`src/rtl/bkpt_pkg.sv`:
```
package bkpt_pkg;

   // privilege filter encoding (control bits 2:1)
   typedef enum logic [1:0] {
      PL_NONE = 2'b00,
      PL_KERN = 2'b01,
      PL_USER = 2'b10,
      PL_ANY  = 2'b11
   } plvl_e;

   // bit positions of the control word; software depends on them
   localparam int CTL_EN_BIT  = 0;
   localparam int CTL_PL_LO   = 1;
   localparam int CTL_BSEL_LO = 5;
   localparam int CTL_LINK_LO = 16;
   localparam int CTL_TYPE_LO = 20;
   localparam int CTL_W       = 32;

   localparam logic [3:0] BSEL_FULL = 4'hF;

   typedef struct packed {
      logic [3:0] btype;
      logic [3:0] link;
      logic [3:0] bsel;
      plvl_e      plvl;
      logic       en;
   } bkpt_ctrl_t;

   localparam bkpt_ctrl_t CTRL_RST = '{btype: 4'h0, link: 4'h0, bsel: 4'h0,
                                       plvl: PL_NONE, en: 1'b0};

   function automatic bkpt_ctrl_t decode_ctrl(input logic [CTL_W-1:0] w);
      bkpt_ctrl_t c;
      c.en    = w[CTL_EN_BIT];
      c.plvl  = plvl_e'(w[CTL_PL_LO +: 2]);
      c.bsel  = w[CTL_BSEL_LO +: 4];
      c.link  = w[CTL_LINK_LO +: 4];
      c.btype = w[CTL_TYPE_LO +: 4];
      return c;
   endfunction

endpackage

```
`src/rtl/bkpt_regfile.sv`:
```
module bkpt_regfile
   import bkpt_pkg::*;
#(
   parameter int NUM_UNITS = 4,
   parameter int ADDR_W    = 64,
   parameter int IDX_W     = 2
) (
   input  logic              clk,
   input  logic              rst_n,
   input  logic              wr_en,
   input  logic              wr_is_value,
   input  logic [IDX_W-1:0]  wr_idx,
   input  logic [ADDR_W-1:0] wr_data,
   output bkpt_ctrl_t        ctrl_q [NUM_UNITS],
   output logic [ADDR_W-1:0] val_q  [NUM_UNITS]
);

   for (genvar u = 0; u < NUM_UNITS; u++) begin : g_unit
      logic sel;
      assign sel = wr_en && (wr_idx == IDX_W'(u));

      always_ff @(posedge clk or negedge rst_n) begin
         if (!rst_n) begin
            ctrl_q[u] <= CTRL_RST;
            val_q[u]  <= '0;
         end else if (sel) begin
            if (wr_is_value) val_q[u]  <= wr_data;
            else             ctrl_q[u] <= decode_ctrl(wr_data[CTL_W-1:0]);
         end
      end
   end

endmodule

```
`src/rtl/bkpt_unit.sv`:
```
module bkpt_unit
   import bkpt_pkg::*;
#(
   parameter int ADDR_W      = 64,
   parameter int VA_MSB      = 52,
   parameter bit CANON_CHECK = 1'b1
) (
   input  bkpt_ctrl_t        ctrl,
   input  logic [ADDR_W-1:0] val,
   input  logic [ADDR_W-1:0] pc,
   input  logic              priv_kern,
   output logic              match
);

   localparam int EXT_W = ADDR_W - VA_MSB;

   logic priv_ok;
   logic canon_ok;
   logic cfg_ok;
   logic addr_ok;

   always_comb begin
      unique case (ctrl.plvl)
         PL_KERN: priv_ok = priv_kern;
         PL_USER: priv_ok = !priv_kern;
         PL_ANY:  priv_ok = 1'b1;
         default: priv_ok = 1'b0;
      endcase
   end

   if (CANON_CHECK) begin : g_canon
      logic [EXT_W-1:0] ext;
      assign ext      = val[ADDR_W-1:VA_MSB];
      assign canon_ok = (ext == '0) || (ext == '1);
   end else begin : g_nocanon
      assign canon_ok = 1'b1;
   end

   assign cfg_ok  = ctrl.en && (ctrl.bsel == BSEL_FULL) &&
                    (ctrl.btype == 4'h0) && (ctrl.link == 4'h0);
   assign addr_ok = (val[1:0] == 2'b00) &&
                    (val[ADDR_W-1:2] == pc[ADDR_W-1:2]);
   assign match   = cfg_ok && priv_ok && canon_ok && addr_ok;

endmodule

```
`src/rtl/bkpt_prio.sv`:
```
module bkpt_prio #(
   parameter int NUM_UNITS = 4,
   parameter int IDX_W     = 2
) (
   input  logic [NUM_UNITS-1:0] req,
   output logic                 any,
   output logic [IDX_W-1:0]     idx
);

   always_comb begin
      any = |req;
      idx = '0;
      for (int i = NUM_UNITS - 1; i >= 0; i--) begin
         if (req[i]) idx = IDX_W'(i);
      end
   end

endmodule

```
`src/rtl/bkpt_bank.sv`:
```
module bkpt_bank
   import bkpt_pkg::*;
#(
   parameter int  NUM_UNITS   = 4,
   parameter int  ADDR_W      = 64,
   parameter int  VA_MSB      = 52,
   parameter bit  CANON_CHECK = 1'b1,
   localparam int IDX_W       = (NUM_UNITS > 1) ? $clog2(NUM_UNITS) : 1
) (
   input  logic              clk,
   input  logic              rst_n,
   input  logic              wr_en,
   input  logic              wr_is_value,
   input  logic [IDX_W-1:0]  wr_idx,
   input  logic [ADDR_W-1:0] wr_data,
   input  logic              fetch_valid,
   input  logic [ADDR_W-1:0] fetch_pc,
   input  logic              fetch_priv,
   output logic              hit,
   output logic [IDX_W-1:0]  hit_idx
);

   if (NUM_UNITS < 1 || NUM_UNITS > 16) begin : g_bad_units
      $error("bkpt_bank: NUM_UNITS must lie in 1..16");
   end
   if (ADDR_W < CTL_W || VA_MSB < 2 || VA_MSB >= ADDR_W) begin : g_bad_addr
      $error("bkpt_bank: address width or VA_MSB out of range");
   end

   bkpt_ctrl_t           ctrl_q [NUM_UNITS];
   logic [ADDR_W-1:0]    val_q  [NUM_UNITS];
   logic [NUM_UNITS-1:0] unit_match;
   logic [NUM_UNITS-1:0] unit_en;
   logic                 any_match;
   logic [IDX_W-1:0]     first_idx;

   bkpt_regfile #(
      .NUM_UNITS (NUM_UNITS),
      .ADDR_W    (ADDR_W),
      .IDX_W     (IDX_W)
   ) u_regs (
      .clk         (clk),
      .rst_n       (rst_n),
      .wr_en       (wr_en),
      .wr_is_value (wr_is_value),
      .wr_idx      (wr_idx),
      .wr_data     (wr_data),
      .ctrl_q      (ctrl_q),
      .val_q       (val_q)
   );

   for (genvar u = 0; u < NUM_UNITS; u++) begin : g_cmp
      assign unit_en[u] = ctrl_q[u].en;
      bkpt_unit #(
         .ADDR_W      (ADDR_W),
         .VA_MSB      (VA_MSB),
         .CANON_CHECK (CANON_CHECK)
      ) u_unit (
         .ctrl      (ctrl_q[u]),
         .val       (val_q[u]),
         .pc        (fetch_pc),
         .priv_kern (fetch_priv),
         .match     (unit_match[u])
      );
   end

   bkpt_prio #(
      .NUM_UNITS (NUM_UNITS),
      .IDX_W     (IDX_W)
   ) u_prio (
      .req (unit_match),
      .any (any_match),
      .idx (first_idx)
   );

   always_ff @(posedge clk or negedge rst_n) begin
      if (!rst_n) begin
         hit     <= 1'b0;
         hit_idx <= '0;
      end else begin
         hit     <= fetch_valid && any_match;
         hit_idx <= (fetch_valid && any_match) ? first_idx : '0;
      end
   end

endmodule

```
`config.mk`:
```
export PLATFORM = sky130hd
export DESIGN_NAME = bkpt_bank
export DESIGN_NICKNAME = d
export VERILOG_FILES = /design/src/rtl/bkpt_pkg.sv /design/src/rtl/bkpt_regfile.sv /design/src/rtl/bkpt_unit.sv /design/src/rtl/bkpt_prio.sv /design/src/rtl/bkpt_bank.sv
export SDC_FILE = /design/constraint.sdc
export NUM_CORES = 1
export LEC_CHECK = 0
export BUFFER_PORTS_ARGS = -buffer_cell sky130_fd_sc_hd__buf_4
export CAP_MARGIN = 20
export CORE_ASPECT_RATIO = 0.9
export CORE_UTILIZATION = 40
export DETAILED_ROUTE_END_ITERATION = 8
export PLACE_DENSITY_LB_ADDON = 0.12
export SYNTH_ARGS = -nofsm -noshare
export SYNTH_HDL_FRONTEND = slang
export SYNTH_HIERARCHICAL = 1
export SYNTH_SLANG_ARGS = --single-unit
export TNS_END_PERCENT = 20
```
`constraint.sdc`:
```
create_clock -name clk -period 2.6 [get_ports clk]
set_clock_uncertainty 0.2 [all_clocks]
set_input_delay 0.52 -clock clk [delete_from_list [all_inputs] [get_ports clk]]
set_output_delay 0.52 -clock clk [all_outputs]
set_load 0.03 [all_outputs]
```
# Word-level counts from Yosys, hierarchy flattened
# Cells that the tools add are included.
[op_classes] eq_ne=27 muxes=9 bitwise_logic=1 reduce_logical=64
[ops] operator="$eq 62x62->1" count=4
[ops] operator="$eq 12x12->1 const B" count=4
[ops] operator="$logic_not 12->1" count=4
[ops] operator="$logic_and 1x1->1" count=33
[ops] operator="$logic_not 4->1" count=8
[ops] operator="$eq 2x2->1 const B" count=10
[ops] operator="$eq 4x4->1 const B" count=4
[ops] operator="$reduce_and 2->1" count=8
[ops] operator="$pmux 1 s3" count=4
[ops] operator="$eq 2x1->1 const B" count=5
[ops] operator="$logic_not 2->1" count=5
[ops] operator="$mux 2" count=5
[ops] operator="$logic_or 1x1->1" count=4
[ops] operator="$reduce_or 4->1" count=1
[ops] operator="$logic_not 1->1" count=1
[ops] operator="$not 1->1" count=1
[totals] regBits=319

# Depth between registers and ports, before layout
# Gate-level depths: netlist (run 1).
[logic_depth] ltp_word=12 depth_mapped=8 depth_no_buf=8

# Cells and area by module
# Netlist (run 1), hierarchy kept.
[by_module_without_submodules] module="bkpt_regfile" instances=1 cells_per_inst=677 area_each_um2=12223.0
[by_module_without_submodules] module="bkpt_unit" instances=4 cells_per_inst=99 area_each_um2=788.3
[by_module_without_submodules] module="bkpt_bank" instances=1 cells_per_inst=6 area_each_um2=95.1
[by_module_without_submodules] module="bkpt_prio" instances=1 cells_per_inst=7 area_each_um2=35.0

# Worst setup path after synthesis (run 1)
# Ideal clock, no wire load.
[synth_path] path_type="reg2reg" from="register u_regs/ctrl_q[56] (netlist name)" to="register hit_idx[1]" arrival_ns=1.883 slack_ns=0.450 stages_incl_launch_ff=8 path_buffers=0 synth_period_minus_slack_ns=2.150 cell_sequence="dfrtp_1 > or4_1 > nor4_2 > nand4_1 > nor4_2 > nor2_1 > nand2_1 > and3_1"
[synth_via] elab_chain_len=9 elab_cells_between_ends=10 cone_classes="mux (2); reduce/logical (8)"
[synth_rtl] item="$logic_not 4->1" line_no="bkpt_unit.sv:40" rtl="(ctrl.btype == 4'h0) && (ctrl.link == 4'h0);"
[synth_rtl] item="$logic_and 1x1->1" line_no="bkpt_unit.sv:39" rtl="assign cfg_ok = ctrl.en && (ctrl.bsel == BSEL_FULL) &&"
[synth_rtl] item="$logic_and 1x1->1" line_no="bkpt_unit.sv:40"
[synth_rtl] item="$logic_and 1x1->1 (3 in series)" line_no="bkpt_unit.sv:43" rtl="assign match = cfg_ok && priv_ok && canon_ok && addr_ok;"
[synth_rtl] item="named net unit_match[0]" line_no="bkpt_bank.sv:32" rtl="logic [NUM_UNITS-1:0] unit_match;"
[synth_rtl] item="$reduce_or 4->1" line_no="bkpt_prio.sv:11" rtl="any = |req;"
[synth_rtl] item="named net any_match" line_no="bkpt_bank.sv:34" rtl="logic any_match;"
[synth_rtl] item="$logic_and 1x1->1" line_no="bkpt_bank.sv:82" rtl="hit_idx <= (fetch_valid && any_match) ? first_idx : '0;"
[synth_rtl] item="$mux 2" line_no="bkpt_bank.sv:82"
[synth_rtl] item="to (signal assigned)" line_no="bkpt_bank.sv:82"
[synth_rtl] item="to (decl)" line_no="bkpt_bank.sv:20" rtl="output logic [IDX_W-1:0] hit_idx"
# The timed path passes the listed nets, and every way through them passes these cells.
# A chain may end at the register's enable or synchronous reset.

# Final worst setup path (run 1)
[layout_path] from="register u_regs/val_q[250] (netlist name)" to="register hit_idx[0]"
[layout_via] elab_cells_between_ends=11 cone_classes="eq/ne (2); mux (2); reduce/logical (7)"
[layout_lines] item="from (decl)" line_no="bkpt_regfile.sv:15" rtl="output logic [ADDR_W-1:0] val_q [NUM_UNITS]"
[layout_lines] item="from (signal, indexed assignment)" line_no="bkpt_regfile.sv:27" rtl="if (wr_is_value) val_q[u] <= wr_data;"
[layout_lines] item="branches (longest 3 deep; another with $eq 62x62->1)"
[layout_lines] item="$logic_and 1x1->1 (*)" line_no="bkpt_unit.sv:43"
[layout_lines] item="named net unit_match[0]" line_no="bkpt_bank.sv:32"
[layout_lines] item="$mux 2 (*)" line_no="bkpt_prio.sv:14" rtl="if (req[i]) idx = IDX_W'(i);"
[layout_lines] item="named net first_idx[0]" line_no="bkpt_bank.sv:35" rtl="logic [IDX_W-1:0] first_idx;"
[layout_lines] item="$mux 2 (*)" line_no="bkpt_bank.sv:82"
# Mark *: on every way through the listed nets, which the timed path passes.

==> results.json, run 1 <==
{
  "status": "finished clean",
  "coreArea_mm2": 0.03829,
  "criticalPathCategory": "flip-flop to flip-flop",
  "yosysTopAreaCellShare_pct": 51.48,
  "crit_slowest_cell": "dfrtp_1",
  "setup_violations": 0,
  "layout_common_cells": "319 x dfrtp_1, 238 x mux2_2, 185 x buf_4",
  "netlist_area_mm2": 0.01551,
  "antennaDiodeCount": 0,
  "hold-path-endpoint": "hit",
  "syn_to_final_growth_pct": 21.07,
  "power.static_leakage_nw": 8.012,
  "clk_pin_slew_ns": 0.05,
  "reg2reg_depth": 9,
  "synth.area.top_cells": "dfrtp_1 51%, mux2_2 17%, xnor2_1 8.8%",
  "drt-pass1-iter-count": 4,
  "post-route-util_pct": 49.03,
  "period_share_pct": 97.09,
  "drv_slew": 0,
  "antenna_found_initial": 2,
  "grt_usage_pct": 20.26,
  "drtIter0Drc": 354,
  "final_nets": 1423,
  "min_path_cells": 2,
  "cp.required_ns": 2.82,
  "regToRegSetupSlack_ns": 0.08,
  "h-tree-depth": 2,
  "cts-root-buf": "clkbuf_16",
  "ys_seq_area_share_pct": 51.48,
  "path_cells": "xnor2_1, nand4_1, nor4_1, buf_4, nand4_1, nor4_4, buf_4, a21oi_2, and3_1",
  "synth_cells": 1086,
  "dp_hpwl_um": 28210,
  "rr_endpoint": "hit_idx[0]",
  "vias": 9269,
  "critical_path.startpoint_type": "flip-flop",
  "synth-seq-cells": 319,
  "max_stage_delay_ns": 0.42,
  "clkLatencyLatePin_ns": 0.53,
  "overflow": 0,
  "port_buffers": 136,
  "hold_class": "primary input to flip-flop",
  "final_common_cell": "dfrtp_1",
  "drc": 0,
  "min-delay-start": "fetch_valid",
  "fp.dieW_um": 209.5,
  "viasPerCell": 5.138,
  "cts_sinks": 319,
  "synth_cell_types": 31,
  "start_util_pct": 40.50,
  "cts_tree": "yes",
  "cap_violations": 0,
  "rows": 68,
  "cp_max_fo": 4,
  "grt_pass1_wl_um": 60690,
  "yosys_warnings": 6,
  "final_layout_size_suffix_gt1_share_pct": 44.60,
  "hold_viol_final": 0,
  "fmax_mhz": 396.1,
  "peakVddDrop_uv": 489.3,
  "tightest_slew_ns": 0.5619,
  "grt_max_degree": 83,
  "p_per_area_mw_per_mm2": 815.0,
  "yosys.area.top_type": "dfrtp_1",
  "grt_pass1_vias": 10040,
  "gp_congestion": 0.7902,
  "ios": 139,
  "relSlewSlack_pct": 62.40,
  "n_fill_cell": 3443,
  "end_kind": "flip-flop",
  "drt_wl_total_um": 38780,
  "grt_setup_unrepaired": "no",
  "dieArea_mm2": 0.03956,
  "fin_tns_setup_ns": 0,
  "ant_nets": 0,
  "syn_area_per_cell_um2": 14.28,
  "wire_per_inst_um": 21.50,
  "rr_startpoint": "u_regs/val_q[250]",
  "cts.path.max_buffers": 3,
  "period_needed_ns": 2.524,
  "cts_buffers": 37,
  "synth_fp_nets": 1222,
  "crit_arrival_ns": 2.74,
  "die-height_um": 188.8
}
stage by stage:
stage,cell area [um^2],hold slack (ns),power [W],setup slack (ns),cells
after global placement,17380,0.1883,0.009845,-0.3727,1736
final,18770,0.03773,0.01530,0.07557,1804
after floorplan,15510,0.02441,0.008820,0.4504,1086
after CTS,18710,0.01299,0.01549,0.004034,1803
after detailed placement,17380,0.1930,0.009930,-0.3929,1736
after global routing,18770,0.02998,0.01610,0.001511,1804
Yosys cell counts:
master	number
a21oi_2	1
a31oi_1	4
and2_2	1
and3_1	2
and4bb_1	1
and4bb_2	2
buf_2	9
buf_4	2
buf_6	19
buf_8	7
dfrtp_1	319
inv_1	1
mux2_1	8
mux2_2	238
mux2_4	70
mux2i_1	4
nand2_1	1
nand2b_1	5
nand3_1	4
nand4_1	60
nand4_4	1
nand4b_1	6
nand4b_2	1
nor2_1	6
nor3_1	9
nor4_1	44
nor4_2	8
nor4b_4	1
or4_1	4
xnor2_1	156
xor2_1	92
kinds of logic after synthesis:
logic type | Yosys count | share of synthesized area, %
flip-flops | 319 | 51.48
XOR/XNOR | 248 | 14.01
AO/OA/AOI/OAI | 5 | 0.2178
AND/OR/NAND/NOR | 156 | 6.923
buffers and inverters | 38 | 2.469
multiplexers | 320 | 24.90
worst max-delay path by stage:
| stage | cells after the start | start | slack, ns | endpoint |
|---|---|---|---|---|
| 2_1_floorplan | 7 | u_regs/ctrl_q[56] | 0.45 | hit_idx[1] |
| 3_3_place_gp | 10 | fetch_pc[27] | -0.37 | hit_idx[1] |
| 3_5_place_dp | 10 | fetch_pc[27] | -0.39 | hit_idx[1] |
| 4_1_cts | 7 | u_regs/ctrl_q[11] | 0.004 | hit_idx[1] |
| 5_1_grt | 9 | u_regs/val_q[191] | 0.002 | hit_idx[0] |
| 6_report | 9 | u_regs/val_q[250] | 0.08 | hit_idx[0] |
state kept, by name, indices dropped and copies added, names as in the netlist:
| register | count |
|---|---|
| u_regs/val_q | 256 |
| hit | 1 |
| u_regs/ctrl_q | 60 |
| hit_idx | 2 |
power breakdown:
group          total [W]  switching [W]  internal [W]  leakage (nW)
Combinational    0.00297        0.00115       0.00183          3.55
Clock            0.00545        0.00204       0.00342         0.624
Sequential       0.00687       0.000813       0.00606          3.83
Total             0.0153        0.00400        0.0113          8.01
layout make-up:
class	count	area, um^2	share of cell area (%)
flip-flops and latches	319	7983	42.52
multi-input cells	729	7238	38.56
repair buffers	199	1654	8.811
clock buffers	56	1100	5.858
well taps	490	613.1	3.266
clock inverters	10	181.4	0.9664
inverters	1	3.754	0.01999
per-layer routing:
layer,up-vias,global-route usage (%),part of all wire [%]
li1,4327,-,-
met1,4748,29.23,49
met2,150,31.62,45
met3,44,3.700,4.0
met4,0,4.604,1.6
met5,-,0,0
worst max-delay path, delay by kind of cell, from the launching register on:
| family | cells | cell delay [ns] |
|---|---|---|
| xor+xnor | 1 | 0.28 |
| buf+inv | 2 | 0.35 |
| compound gates | 1 | 0.04 |
| simple gates | 5 | 1.13 |
| flops | 1 | 0.42 |
repair_timing:
item                                   CTS  global route
endpoints found under the hold margin   31             0
buffers inserted                         0             1
setup endpoints to repair                2             3
pin swaps                                0             8
gates resized for setup                  6             7
hold buffers                             1             0
cloned                                   0             0
Note: power is estimated with default switching activity, not from simulation.
==> inputs of run 2 (changes only) <==
--- a/config.mk
+++ b/config.mk
@@ -10,7 +10,9 @@
 export CORE_ASPECT_RATIO = 0.9
 export CORE_UTILIZATION = 40
 export DETAILED_ROUTE_END_ITERATION = 8
+export HOLD_SLACK_MARGIN = 0.1
 export PLACE_DENSITY_LB_ADDON = 0.12
+export REMOVE_ABC_BUFFERS = 1
 export SYNTH_ARGS = -nofsm -noshare
 export SYNTH_HDL_FRONTEND = slang
 export SYNTH_HIERARCHICAL = 1
==> results.json, run 2 (same netlist as run 1, synthesis figures left out) <==
{
  "period_needed_ns": 2.481,
  "cts.path.max_buffers": 3,
  "grt_pass1_wl_um": 59830,
  "rows": 68,
  "cap_violations": 0,
  "final_layout_size_suffix_gt1_share_pct": 41.49,
  "design_area_mm2": 0.01898,
  "drt-pass1-iter-count": 6,
  "fp.dieW_um": 209.5,
  "cts_setup_buffers": 0,
  "largest_register": "u_regs/val_q",
  "path_delay_family": "simple AND/OR/NAND/NOR gates",
  "layout_common_cells": "319 x dfrtp_1, 238 x mux2_2, 175 x buf_4",
  "max_stage_delay_ns": 0.55,
  "dp_hpwl_um": 25950,
  "cts-root-buf": "clkbuf_16",
  "status": "finished clean",
  "hold_viol_final": 0,
  "ios": 139,
  "criticalPathCategory": "flip-flop to flip-flop",
  "post-route-util_pct": 49.59,
  "dieArea_mm2": 0.03956,
  "place_inst": 1723,
  "gp_congestion": 0.8103,
  "syn_to_final_growth_pct": 22.43,
  "grt_usage_pct": 19.83,
  "start_util_pct": 40.50,
  "end_kind": "flip-flop",
  "fin_tns_setup_ns": 0,
  "coreArea_mm2": 0.03829,
  "cp_max_fo": 3,
  "final_nets": 1465,
  "grt_setup_unrepaired": "no",
  "period_share_pct": 95.41,
  "multi_input_area_mm2": 0.007177,
  "clkLatencyLatePin_ns": 0.52,
  "viasPerCell": 5.122,
  "cp.buffers_inverters": 2,
  "drc": 0,
  "antennaDiodeCount": 0,
  "seq_area_mm2": 0.007983,
  "largest_reg_flops": 256,
  "fmax_mhz": 403.1,
  "ant_nets": 0,
  "hold_class": "primary input to flip-flop",
  "crit_slowest_cell": "or4_1",
  "drv_slew": 0,
  "drt_wl_total_um": 37860,
  "h-tree-depth": 2,
  "cts_tree": "yes",
  "crit_arrival_ns": 2.74,
  "power.static_leakage_nw": 8.069,
  "p_per_area_mw_per_mm2": 780.6,
  "final_cells": 1842,
  "peakVddDrop_uv": 474.0,
  "vias": 9435,
  "relSlewSlack_pct": 63.36,
  "cts_sinks": 319,
  "n_fill_cell": 3429,
  "drtIter0Drc": 413,
  "overflow": 0,
  "critical_path.startpoint_type": "flip-flop",
  "grt_max_degree": 70,
  "place_area_mm2": 0.01723,
  "crit_top_cell": "nor4_2",
  "clk_pin_slew_ns": 0.06,
  "antenna_found_initial": 3,
  "setup_violations": 0,
  "wire_per_inst_um": 20.55,
  "tightest_slew_ns": 0.5475,
  "reg_top3": "u_regs/val_q: 256 flops, u_regs/ctrl_q: 60 flops, hit_idx: 2 flops",
  "path_cells": "or4_1, nor4_2, buf_4, nand4_1, nor4_2, inv_1, a21oi_2, and3_1",
  "final_common_cell": "dfrtp_1",
  "port_buffers": 136,
  "cp.required_ns": 2.86,
  "grt_pass1_vias": 10120,
  "die-height_um": 188.8,
  "cts_buffers": 36
}
[run 2: changes by cell type in the layout (fill, tap and decap cells not counted), sizes merged]
cell,before,now
dlygate4sd3,1,58
buf,198,184
bufinv,5,1
clkinv,3,5
clkbuf,56,55
clkinvlp,1,0
inv,2,1
[run 2: worst reg2reg max path: cells and delay by family (launching register included)]
family | cells | cell delay [ns]
flops | 1 | 0.37
compound gates | 1 | 0.12
buf+inv | 2 | 0.26
simple gates | 5 | 1.49
[run 2: per-stage QoR]
step           total power (W)  worst slack [ns]  hold WS [ns]
3_5_place_dp          0.009887           -0.2325        0.2638
5_1_grt                0.01562          0.002023        0.1166
4_1_cts                0.01503           0.01502        0.1055
3_3_place_gp          0.009813           -0.2149        0.2567
6_report               0.01482            0.1193        0.1260
2_1_floorplan         0.008797            -1.189       0.02441
[run 2: area by class of cell]
cell class | instances | share of cell area, %
Clock inverter | 6 | 0.2900
Multi-Input combinational cell | 729 | 37.80
Inverter | 1 | 0.01977
Sequential cell | 319 | 42.05
Tap cell | 490 | 3.229
Clock buffer | 55 | 5.707
Timing Repair Buffer | 242 | 10.90
[run 2: what timing repair did]
| item | in CTS | in global routing |
|---|---|---|
| endpoints found under the hold margin | 278 | 0 |
| endpoints found under the setup margin | 3 | 3 |
| resized for setup | 2 | 2 |
| hold buffers | 58 | 0 |
| pin swaps | 1 | 2 |
[run 2: power breakdown]
group	internal [W]	switching [W]	total, W
registers	0.00606	0.000836	0.00689
logic	0.00185	0.00111	0.00296
clock network	0.00296	0.00201	0.00497
[run 2: layer usage]
metal / wire [um] / vias up / share of wire, % / track usage, %
met5: 41 / - / 0.11 / 0
met4: 1003 / 6 / 2.6 / 6.429
met3: 1635 / 65 / 4.3 / 3.933
met2: 17170 / 167 / 45 / 31.37
met1: 18010 / 4794 / 48 / 27.31
li1: - / 4403 / - / -
[run 2: worst paths after layout]
kind	start	depth (start not counted)	slack, ns	endpoint
max in group asynchronous	rst_n	3	1.12	u_regs/val_q[135]
worst max-delay path	u_regs/ctrl_q[41]	8	0.12	hit_idx[0]
worst min-delay path	wr_data[6]	2	0.13	u_regs/val_q[6]
min in group asynchronous	rst_n	2	0.29	u_regs/val_q[205]
worst min register to register	u_regs/ctrl_q[18]	1	0.29	u_regs/ctrl_q[18]
worst max register to register	u_regs/ctrl_q[41]	8	0.12	hit_idx[0]
